`src/rtl/rxlink_pkg.sv`:
```
package rxlink_pkg;
  localparam int SOF_BIT    = 32;
  localparam int LEN_BIT    = 33;
  localparam int XING_BIT   = 34;
  localparam int PAR_BIT    = 35;
  localparam int PAYLOAD_W  = 32;
  localparam int USED_W     = 36;
  localparam int NUM_ERR    = 3;
  localparam int ERR_PARITY = 0;
  localparam int ERR_SHORT  = 1;
  localparam int ERR_LONG   = 2;

  typedef struct packed {
    logic push;
    logic latchXing;
    logic longErr;
    logic shortErr;
    logic parityErr;
  } rxStrobe_t;
endpackage

```
`src/rtl/frame_ctrl.sv`:
```
module frame_ctrl
  import rxlink_pkg::*;
#(
  parameter int SHORT_LEN = 8,
  parameter int LONG_LEN  = 10
) (
  input  logic              clk,
  input  logic              rstN,
  input  logic              wordValid,
  input  logic [USED_W-1:0] wordBits,
  output rxStrobe_t         strobes
);
  localparam int CW = $clog2(LONG_LEN + 1);
  localparam logic [CW-1:0] SHORT_C = CW'(SHORT_LEN);
  localparam logic [CW-1:0] LONG_C  = CW'(LONG_LEN);

  logic          inFrame;
  logic          lenLong;
  logic          armed;
  logic [CW-1:0] wordCnt;
  logic [CW-1:0] frameLen;
  logic          parityBad, isSof, isXing;
  logic          accept, startNew, advance;

  assign parityBad = ^wordBits;
  assign isSof     = wordBits[SOF_BIT];
  assign isXing    = wordBits[XING_BIT];
  assign frameLen  = lenLong ? LONG_C : SHORT_C;

  always_comb begin
    strobes  = '0;
    accept   = 1'b0;
    startNew = 1'b0;
    advance  = 1'b0;
    if (wordValid) begin
      strobes.parityErr = parityBad;
      if (isSof) begin
        startNew         = 1'b1;
        accept           = 1'b1;
        strobes.shortErr = inFrame;
      end else if (inFrame) begin
        advance = 1'b1;
        accept  = 1'b1;
      end else begin
        strobes.longErr = armed;
      end
      strobes.push      = accept && !parityBad && !isXing;
      strobes.latchXing = accept && !parityBad && isXing;
    end
  end

  always_ff @(posedge clk or negedge rstN) begin
    if (!rstN) begin
      inFrame <= 1'b0;
      lenLong <= 1'b0;
      armed   <= 1'b0;
      wordCnt <= '0;
    end else if (startNew) begin
      inFrame <= 1'b1;
      lenLong <= wordBits[LEN_BIT];
      armed   <= 1'b0;
      wordCnt <= CW'(1);
    end else if (advance) begin
      if (wordCnt + CW'(1) == frameLen) begin
        inFrame <= 1'b0;
        armed   <= 1'b1;
        wordCnt <= '0;
      end else begin
        wordCnt <= wordCnt + CW'(1);
      end
    end else if (wordValid) begin
      armed <= 1'b0;
    end
  end
endmodule

```
`src/rtl/rx_datapath.sv`:
```
module rx_datapath
  import rxlink_pkg::*;
#(
  parameter int FIFO_DEPTH = 8,
  parameter int CNT_W      = 16
) (
  input  logic                     clk,
  input  logic                     rstN,
  input  rxStrobe_t                strobes,
  input  logic [PAYLOAD_W-1:0]     payload,
  input  logic                     clearErr,
  input  logic                     rdEn,
  output logic [PAYLOAD_W-1:0]     rdData,
  output logic                     rdValid,
  output logic [PAYLOAD_W/2-1:0]   bxCount,
  output logic [PAYLOAD_W/2-1:0]   turnCount,
  output logic [NUM_ERR-1:0]       errFlags,
  output logic [NUM_ERR*CNT_W-1:0] errCounts
);
  localparam int PTR_W = $clog2(FIFO_DEPTH);
  localparam int HALF  = PAYLOAD_W / 2;
  localparam logic [PTR_W:0]   FULL_C  = (PTR_W + 1)'(FIFO_DEPTH);
  localparam logic [CNT_W-1:0] CNT_MAX = '1;

  logic [PAYLOAD_W-1:0] mem [FIFO_DEPTH];
  logic [PTR_W-1:0]     wrPtr, rdPtr;
  logic [PTR_W:0]       fill;
  logic                 popFire, pushFire;
  logic [NUM_ERR-1:0]   errIn;

  assign rdValid  = (fill != '0);
  assign rdData   = mem[rdPtr];
  assign popFire  = rdEn && rdValid;
  assign pushFire = strobes.push && ((fill != FULL_C) || popFire);

  always_ff @(posedge clk) begin
    if (pushFire) mem[wrPtr] <= payload;
  end

  always_ff @(posedge clk or negedge rstN) begin
    if (!rstN) begin
      wrPtr <= '0;
      rdPtr <= '0;
      fill  <= '0;
    end else begin
      if (pushFire) wrPtr <= wrPtr + PTR_W'(1);
      if (popFire)  rdPtr <= rdPtr + PTR_W'(1);
      case ({pushFire, popFire})
        2'b10:   fill <= fill + (PTR_W + 1)'(1);
        2'b01:   fill <= fill - (PTR_W + 1)'(1);
        default: fill <= fill;
      endcase
    end
  end

  always_ff @(posedge clk or negedge rstN) begin
    if (!rstN) begin
      bxCount   <= '0;
      turnCount <= '0;
    end else if (strobes.latchXing) begin
      bxCount   <= payload[HALF-1:0];
      turnCount <= payload[PAYLOAD_W-1:HALF];
    end
  end

  assign errIn[ERR_PARITY] = strobes.parityErr;
  assign errIn[ERR_SHORT]  = strobes.shortErr;
  assign errIn[ERR_LONG]   = strobes.longErr;

  for (genvar i = 0; i < NUM_ERR; i++) begin : g_err
    logic [CNT_W-1:0] cnt;
    logic             flag;
    always_ff @(posedge clk or negedge rstN) begin
      if (!rstN) begin
        cnt  <= '0;
        flag <= 1'b0;
      end else if (clearErr) begin
        cnt  <= errIn[i] ? CNT_W'(1) : '0;
        flag <= errIn[i];
      end else if (errIn[i]) begin
        flag <= 1'b1;
        if (cnt != CNT_MAX) cnt <= cnt + CNT_W'(1);
      end
    end
    assign errFlags[i] = flag;
    assign errCounts[i*CNT_W +: CNT_W] = cnt;
  end
endmodule

```
`src/rtl/link_frame_rx.sv`:
```
module link_frame_rx
  import rxlink_pkg::*;
#(
  parameter int FIFO_DEPTH = 8,
  parameter int CNT_W      = 16,
  parameter int SHORT_LEN  = 8,
  parameter int LONG_LEN   = 10
) (
  input  logic             clk,
  input  logic             rstN,
  input  logic             linkValid,
  input  logic [47:0]      linkWord,
  input  logic             clearErr,
  input  logic             rdEn,
  output logic [31:0]      rdData,
  output logic             rdValid,
  output logic [15:0]      bxCount,
  output logic [15:0]      turnCount,
  output logic             parityErrFlag,
  output logic             shortErrFlag,
  output logic             longErrFlag,
  output logic [CNT_W-1:0] parityErrCnt,
  output logic [CNT_W-1:0] shortErrCnt,
  output logic [CNT_W-1:0] longErrCnt
);
  rxStrobe_t                strobes;
  logic [NUM_ERR-1:0]       errFlags;
  logic [NUM_ERR*CNT_W-1:0] errCounts;
  logic                     unusedHighBits;

  assign unusedHighBits = ^linkWord[47:USED_W];

  frame_ctrl #(.SHORT_LEN(SHORT_LEN), .LONG_LEN(LONG_LEN)) u_ctrl (
    .clk      (clk),
    .rstN     (rstN),
    .wordValid(linkValid),
    .wordBits (linkWord[USED_W-1:0]),
    .strobes  (strobes)
  );

  rx_datapath #(.FIFO_DEPTH(FIFO_DEPTH), .CNT_W(CNT_W)) u_dp (
    .clk      (clk),
    .rstN     (rstN),
    .strobes  (strobes),
    .payload  (linkWord[PAYLOAD_W-1:0]),
    .clearErr (clearErr),
    .rdEn     (rdEn),
    .rdData   (rdData),
    .rdValid  (rdValid),
    .bxCount  (bxCount),
    .turnCount(turnCount),
    .errFlags (errFlags),
    .errCounts(errCounts)
  );

  assign parityErrFlag = errFlags[ERR_PARITY];
  assign shortErrFlag  = errFlags[ERR_SHORT];
  assign longErrFlag   = errFlags[ERR_LONG];
  assign parityErrCnt  = errCounts[ERR_PARITY*CNT_W +: CNT_W];
  assign shortErrCnt   = errCounts[ERR_SHORT*CNT_W +: CNT_W];
  assign longErrCnt    = errCounts[ERR_LONG*CNT_W +: CNT_W];
endmodule

```
`config.mk`:
```
export PLATFORM = sky130hd
export DESIGN_NAME = link_frame_rx
export DESIGN_NICKNAME = d
export VERILOG_FILES = /design/src/rtl/rxlink_pkg.sv /design/src/rtl/frame_ctrl.sv /design/src/rtl/rx_datapath.sv /design/src/rtl/link_frame_rx.sv
export SDC_FILE = /design/constraint.sdc
export NUM_CORES = 1
export LEC_CHECK = 0
export ABC_AREA = 1
export BUFFER_PORTS_ARGS = -buffer_cell sky130_fd_sc_hd__buf_4
export CORE_MARGIN = 10
export CORE_UTILIZATION = 55
export CTS_CLUSTER_SIZE = 14
export DETAILED_ROUTE_END_ITERATION = 8
export MAX_ROUTING_LAYER = met4
export PLACE_DENSITY = 0.81
export SYNTH_ARGS = -nofsm -noshare
export SYNTH_HDL_FRONTEND = slang
export SYNTH_SLANG_ARGS = --single-unit
```
`constraint.sdc`:
```
create_clock -name clk -period 7.2 [get_ports clk]
set_input_delay 1.08 -clock clk [delete_from_list [all_inputs] [get_ports clk]]
set_output_delay 1.08 -clock clk [all_outputs]
set_load 0.01 [all_outputs]
```
==> PnR_summary.wiki <==
{| class="wikitable"
! Metric !! Value
|-
| Pin count of the biggest net entering global routing || 109
|-
| DR vias || 11357
|-
| Arrival time of the worst setup path || 3.41 ns
|-
| Number of sinks on the clock net || 356
|-
| Post-route core utilization || 0.653
|-
| Clock-pin slew on the worst setup and hold paths || 0.06 ns
|-
| Count of H-tree levels built during CTS || 2
|-
| Post-route clock skew || 0.0104 ns
|-
| Synthesized-area fraction occupied by adder cells || 0.00774
|-
| Max-capacitance violation count || 0
|-
| Number of flops mapped to enable cells by yosys || 256
|-
| Area of the core || 27800 um^2
|-
| Avg Synthesized Cell Area || 10.4 um^2
|-
| Share of async-settable or async-resettable flops after synthesis || 0.281
|-
| Dpl cell area || 17000 um^2
|-
| Multiplexer area fraction after synthesis || 0
|-
| Antenna violations before repair || 2
|-
| Synthesized cell area || 15500 um^2
|-
| Pins over their slew limit || 0
|-
| Layout overhead on the synthesized area || 16.9%
|-
| DRC violation count after routing || 0
|-
| CP Data Required Time || 6.12 ns
|-
| Tightest Hold Check Type || flip-flop to flip-flop
|-
| Netlist cell types || 43
|-
| Ports placed on the boundary || 169
|-
| Share of the synthesized area in compound gates (AO/OA/AOI/OAI) || 0.111
|-
| Status || finished, final reports clean
|-
| Peak supply drop || 0.000231 V
|-
| Ratio of cells with drive above 1 in the final layout || 0.154
|-
| RSZ-0062 raised after global routing || false
|-
| Seq cells post-synth || 356
|-
| Most common cell after layout, fill and taps aside || nand2_1
|-
| Setup Crit Path Kind || flip-flop to primary output
|-
| Placed wire-length estimate after detailed placement || 22.9 mm
|-
| Clock root buffer master || clkbuf_16
|-
| Dominant combinational cell family by area after synthesis || simple AND/OR/NAND/NOR gates
|-
| Die Footprint || 35300 um^2
|-
| Deepest clock path buffer count || 3
|-
| Synth Area in Simple Gates || 0.168
|-
| Count of routing violations after the opening detailed-route iteration || 1122
|-
| Via-to-Cell Ratio || 5.55
|-
| Wirelength, routed || 36.6 mm
|-
| Drt first pass iters || 5
|-
| Max-Slew Margin vs Limit || 0.179
|-
| Number of global-route vias before repair || 11283
|-
| Mapped Cells || 1495
|-
| Congestion Overflow GR || 0
|-
| Die height || 188 um
|-
| Endpoint kind of the worst setup timing path || primary output
|-
| Leading register cell type out of synthesis || edfxtp_1
|-
| Port Buffers || 156
|-
| Top library cells by usage in the layout, fill and taps aside || 298 x nand2_1, 257 x nor2_1, 256 x edfxtp_1, 172 x buf_4, 160 x o21ai_0
|-
| Xor and xnor fraction of the mapped netlist area || 0.0141
|-
| Maximum fanout count along the critical path || 84
|-
| Transition time at the pin with the least slew margin || 1.23 ns
|-
| TritonCTS clock tree || done
|-
| Wire length of the first global-routing pass || 58.2 mm
|-
| Setup TNS || 0 ns
|-
| Cell Pwr Density || 352 nW/um^2
|-
| Hold-fix buffers, CTS || 0
|-
| Std-Cell Rows || 61
|-
| Nature of the critical path startpoint || flip-flop
|-
| Post-route antenna net violation count || 0
|-
| Final design area excluding fillers || 18100 um^2
|-
| Period Utilization, post-route || 0.624
|-
| Final net count || 1704
|-
| Worst-Skew Late Latency || 0.51 ns
|-
| Post-CTS setup-driven buffer insertion count || 0
|-
| Synth Net Count || 1557
|-
| Initial core utilization || 0.559
|-
| Number of buffers added by the clock tree synthesis step || 37
|-
| Global-route usage over all layers || 0.208
|-
| Die extent in x || 188 um
|-
| Highest Clock Rate || 223 MHz
|-
| Number of hold violations in the final report || 0
|-
| Post-CTS sizing || 0
|-
| Synth Warn # || 0
|-
| Mean routed wirelength per cell || 17.9 um
|-
| Total setup violations reported at the end of the flow || 0
|-
| Part of the Yosys area used for sequential elements || 0.657
|-
| Weighted congestion at the end of routability-driven global placement || 0.932
|-
| Min Clock Period, post-route || 4.49 ns
|-
| Static leakage || 0.00713 uW
|}
==> power breakdown <==
part | internal (uW) | leakage, uW | switching [uW]
clock network | 1010 | 0.000536 | 744
registers | 2430 | 0.00358 | 129
logic | 772 | 0.00301 | 1300
==> cell usage after synthesis, types with 6 or more instances <==
| cell | count | area [um^2] |
|---|---|---|
| a21oi_1 | 21 | 105 |
| o21ai_0 | 160 | 801 |
| edfxtp_1 | 256 | 7690 |
| a211oi_1 | 7 | 52.6 |
| ha_1 | 8 | 100 |
| o21a_1 | 26 | 195 |
| nand3_1 | 28 | 140 |
| nand2_1 | 298 | 1120 |
| xor2_1 | 14 | 123 |
| o22ai_1 | 32 | 200 |
| a31oi_1 | 35 | 219 |
| nor3_1 | 17 | 85.1 |
| buf_1 | 6 | 22.5 |
| nor2_1 | 265 | 995 |
| clkbuf_1 | 48 | 180 |
| inv_1 | 95 | 357 |
| xnor2_1 | 11 | 96.3 |
| nand4_1 | 8 | 50.1 |
| dfrtp_1 | 100 | 2500 |
| nor4_1 | 7 | 43.8 |
==> sequential cells by signal, summed over array words and instances (netlist names), 4 cells and up <==
name            cells
u_dp.turnCount     16
u_dp.g_err.cnt     48
u_dp.fill           4
u_dp.bxCount       16
u_ctrl.wordCnt      4
u_dp.mem          256
==> area by class of cell <==
type / instances / area [um^2]
sequential: 356 / 10200
clock buffer: 47 / 985
multi-input combinational: 976 / 4690
timing repair buffer: 172 / 1290
tap: 378 / 473
inverter: 99 / 374
antenna: 2 / 5.00
clock inverter: 18 / 125
fill: 2093 / 9640
==> metrics by stage <==
| stage | std cells | setup WS [ns] | power (uW) | hold slack [ns] |
|---|---|---|---|---|
| detailed placement | 1981 | 2.85 | 4680 | 0.482 |
| global placement | 1981 | 2.89 | 4600 | 0.477 |
| floorplan | 1495 | 3.11 | 3820 | 0.469 |
| CTS | 2046 | 2.72 | 6430 | 0.496 |
| global route | 2048 | 2.48 | 6750 | 0.502 |
| finish | 2048 | 2.71 | 6380 | 0.490 |
==> worst paths after layout <==
path	startpoint	end	slack [ns]	cells past startpoint
min in group asynchronous	rstN	u_dp.g_err[1].cnt[14]	0.52	1
hold reg to reg	u_dp.bxCount[10]	u_dp.bxCount[10]	0.49	1
setup / recovery	u_dp.rdPtr[0]	rdData[3]	2.71	7
setup reg to reg	u_ctrl.inFrame	u_dp.mem[4][26]	4.32	8
hold / removal	u_dp.bxCount[10]	u_dp.bxCount[10]	0.49	1
max in group asynchronous	rstN	u_dp.rdPtr[0]	5.36	2
==> logic make-up (layout without fill, tap and decap cells) <==
family	Yosys count	in the layout
xor+xnor	25	25
buf+inv	163	336
fa+ha+maj	9	9
simple gates	643	643
flops	356	356
compound gates	299	299
other cells	0	2
==> per-layer routing <==
metal,track usage,vias up,part of all wire
met5,-,-,0
met4,0.0735,0,0.027
met3,0.0514,85,0.087
met2,0.330,458,0.48
met1,0.257,5387,0.41
li1,-,5427,-
==> worst max-delay path: stages (launching register included) <==
cell and delay (ns):
dfrtp_4 0.60, inv_2 0.56, buf_4 0.73, o21ai_0 0.17, o22ai_1 0.16, nor2_1 0.07, a31oi_1 0.37, buf_4 0.21
No activity file was read; power rests on OpenSTA's default activity.
